**src/rtl/rstcause_pkg.sv**
```systemverilog
// Shared constants for the reset cause capture block.
// Assumes an 8-bit status byte with fixed flag positions that firmware decodes.
package rstcause_pkg;
    localparam int STAT_W   = 8;
    localparam int BIT_POR  = 7;
    localparam int BIT_PIN  = 6;
    localparam int BIT_WDT  = 5;
    localparam int BIT_ILL  = 4;
    localparam int BIT_CLK  = 2;
    localparam int BIT_LVR  = 1;
    localparam logic [STAT_W-1:0] RSVD_MASK = 8'h09;
    localparam logic [STAT_W-1:0] POR_VALUE = 8'h82;
endpackage

```
**src/rtl/rstcause_srcmap.sv**
```systemverilog
// Maps raw request lines onto status bit positions, applying the enables.
// Assumes all requests are synchronous to clk; power-on is handled elsewhere.
module rstcause_srcmap
    import rstcause_pkg::*;
(
    input  logic              ext_req,
    input  logic              wdog_req,
    input  logic              wdog_en,
    input  logic              illop_req,
    input  logic              stop_try,
    input  logic              stop_en,
    input  logic              bkgd_try,
    input  logic              bkgd_en,
    input  logic              clkloss_req,
    input  logic              lvr_req,
    output logic [STAT_W-1:0] req_vec
);
    // Build the per-cycle request vector in status-bit order.
    always_comb begin
        req_vec          = '0;
        req_vec[BIT_PIN] = ext_req;
        req_vec[BIT_WDT] = wdog_req & wdog_en;
        req_vec[BIT_ILL] = illop_req | (stop_try & ~stop_en) | (bkgd_try & ~bkgd_en);
        req_vec[BIT_CLK] = clkloss_req;
        req_vec[BIT_LVR] = lvr_req;
    end
endmodule

```
**src/rtl/rstcause_seq.sv**
```systemverilog
// Reset sequencer: stretches any request to HOLD cycles, accumulates the
// sources seen during the reset and flags the release cycle for loading.
// Assumes por_n is the only asynchronous reset in the block.
module rstcause_seq
    import rstcause_pkg::*;
#(
    parameter int HOLD = 8
) (
    input  logic              clk,
    input  logic              por_n,
    input  logic [STAT_W-1:0] req_vec,
    input  logic              dbg_req,
    output logic              rst_n,
    output logic              load_en,
    output logic [STAT_W-1:0] load_val
);
    localparam int CW = $clog2(HOLD + 1);

    logic [CW-1:0]     cnt_q;
    logic [STAT_W-1:0] acc_q;
    logic              dbg_q;
    logic              req_any;
    logic              idle;

    assign req_any = (|req_vec) | dbg_req;
    assign idle    = (cnt_q == '0);

    // Hold counter and source accumulation across one reset sequence.
    always_ff @(posedge clk or negedge por_n) begin
        if (!por_n) begin
            cnt_q <= CW'(HOLD);
            acc_q <= POR_VALUE;
            dbg_q <= 1'b0;
        end else begin
            if (req_any)
                cnt_q <= CW'(HOLD);
            else if (!idle)
                cnt_q <= cnt_q - CW'(1);
            acc_q <= (idle ? '0 : acc_q) | req_vec;
            dbg_q <= (idle ? 1'b0 : dbg_q) | dbg_req;
        end
    end

    // Release happens on the edge that takes the counter from 1 to 0.
    assign rst_n    = idle;
    assign load_en  = (cnt_q == CW'(1)) && !req_any;
    assign load_val = dbg_q ? '0 : (acc_q & ~RSVD_MASK);
endmodule

```
**src/rtl/rstcause_regif.sv**
```systemverilog
// Status register and single-address bus port. Writes only produce the
// watchdog service pulse; reads are combinational from the register.
module rstcause_regif
    import rstcause_pkg::*;
(
    input  logic              clk,
    input  logic              por_n,
    input  logic              load_en,
    input  logic [STAT_W-1:0] load_val,
    input  logic              bus_sel,
    input  logic              bus_wr,
    input  logic              bus_rd,
    output logic [STAT_W-1:0] status,
    output logic [STAT_W-1:0] bus_rdata,
    output logic              wdog_clr
);
    logic [STAT_W-1:0] stat_q;

    // Capture the cause set on the reset release edge only.
    always_ff @(posedge clk or negedge por_n) begin
        if (!por_n)
            stat_q <= POR_VALUE;
        else if (load_en)
            stat_q <= load_val;
    end

    // Same-cycle read data and watchdog service pulse.
    assign status    = stat_q;
    assign bus_rdata = (bus_sel && bus_rd) ? (stat_q & ~RSVD_MASK) : '0;
    assign wdog_clr  = bus_sel & bus_wr;
endmodule

```
**src/rtl/rstcause_top.sv**
```systemverilog
// Top of the reset cause capture block: request mapping, reset sequencer
// and status register. Assumes all requests are synchronous pulses.
module rstcause_top
    import rstcause_pkg::*;
#(
    parameter int HOLD = 8
) (
    input  logic              clk,
    input  logic              por_n,
    input  logic              ext_req,
    input  logic              wdog_req,
    input  logic              wdog_en,
    input  logic              illop_req,
    input  logic              stop_try,
    input  logic              stop_en,
    input  logic              bkgd_try,
    input  logic              bkgd_en,
    input  logic              clkloss_req,
    input  logic              lvr_req,
    input  logic              dbg_req,
    input  logic              bus_sel,
    input  logic              bus_wr,
    input  logic              bus_rd,
    output logic [STAT_W-1:0] bus_rdata,
    output logic              wdog_clr,
    output logic              sys_rst_n
);
    logic [STAT_W-1:0] req_vec;
    logic              load_en;
    logic [STAT_W-1:0] load_val;
    logic [STAT_W-1:0] status_q;

    rstcause_srcmap u_srcmap (
        .ext_req(ext_req), .wdog_req(wdog_req), .wdog_en(wdog_en),
        .illop_req(illop_req), .stop_try(stop_try), .stop_en(stop_en),
        .bkgd_try(bkgd_try), .bkgd_en(bkgd_en), .clkloss_req(clkloss_req),
        .lvr_req(lvr_req), .req_vec(req_vec)
    );

    rstcause_seq #(.HOLD(HOLD)) u_seq (
        .clk(clk), .por_n(por_n), .req_vec(req_vec), .dbg_req(dbg_req),
        .rst_n(sys_rst_n), .load_en(load_en), .load_val(load_val)
    );

    rstcause_regif u_regif (
        .clk(clk), .por_n(por_n), .load_en(load_en), .load_val(load_val),
        .bus_sel(bus_sel), .bus_wr(bus_wr), .bus_rd(bus_rd),
        .status(status_q), .bus_rdata(bus_rdata), .wdog_clr(wdog_clr)
    );
endmodule

```
**config.mk**
```make
export PLATFORM = sky130hd
export DESIGN_NAME = rstcause_top
export DESIGN_NICKNAME = d
export VERILOG_FILES = /design/src/rtl/rstcause_pkg.sv /design/src/rtl/rstcause_srcmap.sv /design/src/rtl/rstcause_seq.sv /design/src/rtl/rstcause_regif.sv /design/src/rtl/rstcause_top.sv
export SDC_FILE = /design/constraint.sdc
export NUM_CORES = 1
export LEC_CHECK = 0
export ABC_AREA = 0
export CORE_MARGIN = 4
export CORE_UTILIZATION = 44
export DETAILED_ROUTE_END_ITERATION = 8
export DONT_BUFFER_PORTS = 1
export PLACE_DENSITY = 0.6
export SLEW_MARGIN = 20
export SYNTH_ARGS = -nofsm -noshare
export SYNTH_HDL_FRONTEND = slang
export SYNTH_SLANG_ARGS = --single-unit
```
**constraint.sdc**
```tcl
create_clock -name clk -period 1.72 [get_ports clk]
set_input_delay 0.172 -clock clk [delete_from_list [all_inputs] [get_ports clk]]
set_output_delay 0.172 -clock clk [all_outputs]
set_load 0.02 [all_outputs]
```
==> flow_metrics.py, run 1 <==
metrics = {
    "run_status": {
        "outcome": "completed",
    },
    "detailed_routing": {
        "vias": 534,
        "via_per_inst": 5.04,
        "remaining_drc_errors": 0,
        "routed_wirelength_mm": 1.43,
        "drtPass1Iterations": 2,
        "drt_iter0_markers": 10,
        "wl_per_cell_um": 13.5,
        "final_antenna_net_count": 0,
    },
    "floorplanning": {
        "die_w_um": 51.6,
        "io_pins": 26,
        "dieArea_um2": 2660,
        "die_h_um": 51.6,
        "num_rows": 15,
        "core_area_um2": 1760,
        "start_util": 0.474,
    },
    "logic_synthesis": {
        "syn-instance-count": 74,
        "synth_top_area_cell": "dfrtp_1",
        "synthDistinctLibCells": 29,
        "avgSynthCellArea_um2": 11.3,
        "synth.area.top_cells": "dfrtp_1 (36%), dfstp_2 (16%), mux2_2 (6.7%), and3_1 (4.5%), nor2b_1 (4.5%)",
        "synth_top_family_by_area": "simple AND/OR/NAND/NOR gates",
        "yosysWarnings": 0,
        "ys_seq_area_frac": 0.516,
        "yosys-mux-area-fraction": 0.0808,
        "synth-compound-area-share": 0.0689,
        "synth_xor_area_frac": 0.0105,
        "ys_ff_latch": 17,
        "yosys.area_share.simple": 0.249,
        "synth_area_um2": 836,
        "yosysTopAreaCellShare": 0.359,
        "synth-adder-area-share": 0.0299,
    },
    "finish": {
        "final_cell_mix": "dfrtp_1 (12), and3_1 (6), nor2b_1 (6)",
        "multi_input_area_um2": 377,
        "nets": 100,
        "seq_area_um2": 432,
        "area_delta_synth_final_pct": 11.5,
        "layout_commonest_cell": "dfrtp_1",
        "diodes": 0,
        "fillers": 172,
        "stdcell_area_um2": 932,
        "drive_gt1_frac": 0.222,
        "fin_util": 0.528,
        "finalNonFillerCells": 106,
    },
    "global_routing": {
        "grt_pass1_wl_mm": 2.36,
        "gr-max-usage-layer": "met2",
        "grt_use_met3": 0.0344,
        "grt_max_degree": 18,
        "grt-ovfl-total": 0,
        "groute.usage.overall": 0.121,
        "antenna_found_initial": 0,
        "gr-usage-met2": 0.199,
        "grt_pass1_vias": 564,
        "grt_use_met1": 0.146,
    },
    "placement": {
        "place_inst": 97,
        "gp_congestion": 0.768,
        "port_buffers": 0,
        "detailed_place.area_um2": 852,
    },
    "power_and_ir_drop": {
        "peakVddDrop_mv": 0.449,
        "p_per_area_nw_per_um2": 708,
        "p_leak_nw": 0.430,
    },
    "clock_tree": {
        "cts.clk_slew.worst_paths_ns": 0.10,
        "cts.sinks": 17,
        "h-tree-depth": 1,
        "cts_tree": "yes",
        "cts_buffers": 3,
        "clk_latency_ns": 0.29,
        "root_buffer": "clkbuf_4",
        "clock_path_buffers": 2,
    },
    "worst_setup_path": {
        "cp_max_fo": 11,
        "reg2reg_slack_ns": 0.32,
        "critPathKind": "reg -> out",
        "start_kind": "flip-flop",
        "cp.arrival_ns": 1.39,
        "endpoint_kind": "primary output",
        "cp_data_required_time_ns": 1.55,
    },
    "timing": {
        "setup_viol": 0,
        "final.setup.tns_ns": 0,
        "finClkSkew_ns": 0.00527,
        "max_clock_freq_ghz": 0.639,
        "slew_viol_final": 0,
        "hold_viol_final": 0,
        "worst_pin_slew_ns": 0.742,
        "hold_slack_ns": 0.0383,
        "rsz0062_at_grt": "no",
        "slew_headroom": 0.503,
        "timing.final.crit_period_ns": 1.56,
        "period_share": 0.910,
    },
    "worst_hold_path": {
        "hp-class": "in -> reg",
    },
    "job": {
        "cap_violations": 0,
    },
}
[per-stage QoR]
step | setup WS (ns) | total power [mW]
after floorplan | 0.392 | 0.436
after global placement | 0.345 | 0.436
after detailed placement | 0.329 | 0.436
after CTS | 0.0155 | 0.670
after global routing | 0.0665 | 0.689
final | 0.155 | 0.660
[cell type report]
class,instances,area share
Sequential cell,17,0.463
Multi-Input combinational cell,51,0.404
Timing Repair Buffer,5,0.0537
Tap cell,25,0.0336
Clock buffer,3,0.0242
Inverter,4,0.0161
Clock inverter,1,0.00537
[what timing repair did]
| item | 4_1_cts | 5_1_grt |
|---|---|---|
| hold endpoints to repair | 21 | 0 |
| hold buffers | 5 | 0 |
| setup buffers | 0 | 0 |
| gates resized for setup | 0 | 1 |
| setup endpoints to repair | 0 | 1 |
[logic make-up (layout without fill, tap and decap cells)]
kind of cell / Yosys count / after routing
adder cells (fa/ha/maj): 2 / 2
AND/OR/NAND/NOR: 32 / 32
XOR/XNOR: 1 / 1
AO/OA/AOI/OAI: 8 / 8
multiplexers: 6 / 6
flip-flops: 17 / 17
buffers and inverters: 7 / 13
other: 1 / 2
[critical path, cell delays in order, from the launching register on]
cell     delay [ns]
dfrtp_1        0.43
inv_1          0.07
ha_1           0.23
nand2_2        0.18
inv_1          0.20
[flip-flops by register name (all words and copies together) (netlist names)]
register        flops
u_regif.status      6
u_seq.acc_q         6
u_seq.cnt_q         4
u_seq.dbg_q         1
[final timing paths]
kind / startpoint / to / cells after the start
min: wdog_en / u_seq.acc_q[5] / 2
max reg2reg: u_seq.cnt_q[3] / u_regif.status[2] / 4
max in group asynchronous: por_n / u_seq.cnt_q[1] / 1
max: u_seq.cnt_q[0] / sys_rst_n / 4
min in group asynchronous: por_n / u_regif.status[5] / 1
min reg2reg: u_seq.acc_q[5] / u_seq.acc_q[5] / 2
[power by group]
group,total (mW),switching [mW],internal (mW)
registers,0.406,0.00224,0.403
logic,0.0391,0.0234,0.0157
clock network,0.215,0.129,0.0863
total,0.660,0.154,0.505
[layer usage]
| layer | routed length (um) | vias to the layer above |
|---|---|---|
| li1 | - | 263 |
| met1 | 616 | 257 |
| met2 | 729 | 14 |
| met3 | 87 | 0 |
| met4 | 0 | 0 |
| met5 | 0 | - |
[cells in the mapped netlist]
master and number:
nor2_1 3, buf_4 2, and3_1 6, nand3_4 1, inv_1 4, a211oi_1 1, nand4_1 1, ha_1 2
mux2_2 5, a21oi_1 2, conb_1 1, and4_1 1, xnor2_1 1, nor4_4 1, nor3_1 1, mux2_1 1
dfstp_2 5, nand3_1 1, nand2_1 5, nor2b_1 6, or3_1 1, a211o_1 1, and2_1 2, nand3b_1 1
a21o_1 3, clkbuf_1 1, a21o_2 1, nand2b_1 2, dfrtp_1 12
No activity file was read; power rests on OpenSTA's default activity.
==> run 2, diff against run 1 <==
--- a/config.mk
+++ b/config.mk
@@ -6,11 +6,13 @@
 export NUM_CORES = 1
 export LEC_CHECK = 0
 export ABC_AREA = 0
+export CELL_PAD_IN_SITES_DETAIL_PLACEMENT = 1
+export CELL_PAD_IN_SITES_GLOBAL_PLACEMENT = 1
 export CORE_MARGIN = 4
 export CORE_UTILIZATION = 44
 export DETAILED_ROUTE_END_ITERATION = 8
 export DONT_BUFFER_PORTS = 1
-export PLACE_DENSITY = 0.6
+export PLACE_DENSITY = 0.74
 export SLEW_MARGIN = 20
 export SYNTH_ARGS = -nofsm -noshare
 export SYNTH_HDL_FRONTEND = slang
==> run 2 against run 1 <==
Compared with the run above:
- first-iteration DRC count fell by 70%
- via count increased by 5.8%
- register-to-register slack worse by 0.04 ns
- combinational power up 1%
- core utilization did not move
- power grew 0.29%
- final cell count did not move
- hold slack lost 0.0044 ns
- wire length up 11%
- clock power barely moved
- critical path depth unchanged
- critical path type unchanged
- critical endpoint unchanged
- largest power group unchanged
- highest routed layer is now met4
==> flow_metrics.py, run 2 (synthesis gave the netlist of run 1 again) <==
metrics = {
    "worst_setup_path": {
        "worst_path_max_delay_cell": "dfrtp_1",
        "path_depth": 4,
        "cp_data_required_time_ns": 1.55,
        "cpPeakStageDelay_ns": 0.41,
        "startpoint": "u_seq.cnt_q[1]",
        "start_kind": "flip-flop",
        "cp_max_fo": 11,
        "reg2reg_depth": 5,
        "cpLargestDelayFamily": "flip-flops",
        "critPathKind": "reg -> out",
        "crit_path_cell_trace": "inv_1 > ha_1 > nand2_2 > inv_2",
        "reg2reg_from": "u_seq.cnt_q[1]",
        "cp.arrival_ns": 1.38,
        "endpoint_kind": "primary output",
        "cp_num_buf_inv": 2,
    },
    "floorplanning": {
        "die_w_um": 51.6,
        "start_util": 0.474,
        "num_rows": 15,
        "core_area_um2": 1760,
        "dieArea_um2": 2660,
        "io_pins": 26,
        "die_h_um": 51.6,
    },
    "power_and_ir_drop": {
        "p_per_area_nw_per_um2": 710,
        "peakVddDrop_mv": 0.419,
        "report.power.total_mw": 0.662,
        "p_leak_nw": 0.427,
    },
    "timing": {
        "hold_slack_ns": 0.0339,
        "final.setup.tns_ns": 0,
        "worst_pin_slew_ns": 0.754,
        "period_share": 0.903,
        "timing.final.crit_period_ns": 1.55,
        "slew_headroom": 0.496,
        "hold_viol_final": 0,
        "finClkSkew_ns": 0.00752,
        "slew_viol_final": 0,
        "setup_viol": 0,
        "max_clock_freq_ghz": 0.644,
        "rsz0062_at_grt": "no",
    },
    "global_routing": {
        "gr-max-usage-layer": "met2",
        "grt_max_degree": 18,
        "grt_pass1_wl_mm": 2.72,
        "gr-usage-met2": 0.235,
        "grt_use_met1": 0.169,
        "antenna_found_initial": 0,
        "grt-ovfl-total": 0,
        "grt_use_met3": 0.0573,
        "grt_pass1_vias": 565,
        "groute.usage.overall": 0.145,
    },
    "finish": {
        "area_delta_synth_final_pct": 11.5,
        "multi_input_area_um2": 377,
        "final_cell_mix": "dfrtp_1 (12), and3_1 (6), nor2b_1 (6)",
        "fillers": 207,
        "nets": 100,
        "finalNonFillerCells": 106,
        "drive_gt1_frac": 0.235,
        "diodes": 0,
        "stdcell_area_um2": 932,
        "layout_commonest_cell": "dfrtp_1",
        "seq_area_um2": 432,
    },
    "clock_tree": {
        "cts.clk_slew.worst_paths_ns": 0.10,
        "cts_buffers": 3,
        "cts.sinks": 17,
        "h-tree-depth": 1,
        "cts_setup_buffers": 0,
        "clock_path_buffers": 2,
        "root_buffer": "clkbuf_4",
        "clk_latency_ns": 0.30,
        "cts_tree": "yes",
    },
    "detailed_routing": {
        "routed_wirelength_mm": 1.59,
        "via_per_inst": 5.33,
        "final_antenna_net_count": 0,
        "vias": 565,
        "drt_iter0_markers": 3,
        "drtPass1Iterations": 4,
        "wl_per_cell_um": 15.0,
        "remaining_drc_errors": 0,
    },
    "worst_hold_path": {
        "hp-class": "in -> reg",
        "worstHoldStart": "wdog_en",
        "hold_depth": 2,
    },
    "job": {
        "cap_violations": 0,
    },
    "run_status": {
        "outcome": "completed",
    },
    "placement": {
        "place_inst": 97,
        "port_buffers": 0,
        "detailed_place.area_um2": 852,
        "gp_congestion": 0.733,
        "dpl.hpwl_mm": 1.21,
    },
}
==> run 2: cell counts in the layout (fill, tap and decap cells not counted) <==
No cell type changed its count.
==> run 2: cell type report <==
type / count / share of cell area
multi-input combinational: 51 / 0.404
clock inverter: 1 / 0.00537
sequential: 17 / 0.463
inverter: 4 / 0.0161
tap: 25 / 0.0336
clock buffer: 3 / 0.0242
timing repair buffer: 5 / 0.0537
==> run 2: stage by stage <==
step / setup slack (ns) / utilization
3_5_place_dp: 0.285 / 0.483
2_1_floorplan: 0.392 / -
4_1_cts: 0.0918 / 0.528
5_1_grt: 0.0289 / 0.528
3_3_place_gp: 0.331 / 0.483
6_report: 0.167 / 0.528
==> run 2: layer usage <==
metal / part of all wire / vias up
met5: 0 / -
met4: 0.025 / 0
met3: 0.069 / 5
met2: 0.50 / 21
met1: 0.40 / 277
li1: - / 262
==> run 2: path summary, 6_finish.rpt <==
kind                                          end  slack (ns)
worst max-delay path                    sys_rst_n        0.17
worst min-delay path               u_seq.acc_q[5]        0.03
worst max register to register  u_regif.status[4]        0.28
worst min register to register     u_seq.acc_q[6]        0.48
max in group asynchronous       u_regif.status[4]        0.87
min in group asynchronous          u_seq.cnt_q[0]        0.37
==> run 2: report_power, final <==
part / internal [mW] / switching, mW
Combinational: 0.0157 / 0.0238
Clock: 0.0867 / 0.130
Sequential: 0.403 / 0.00237
Total: 0.506 / 0.156
==> run 2: repair_timing <==
action | 4_1_cts | 5_1_grt
hold buffers | 5 | 0
endpoints found under the setup margin | 1 | 1
hold endpoints to repair | 21 | 0
gates cloned | 0 | 0
resized for setup | 1 | 1
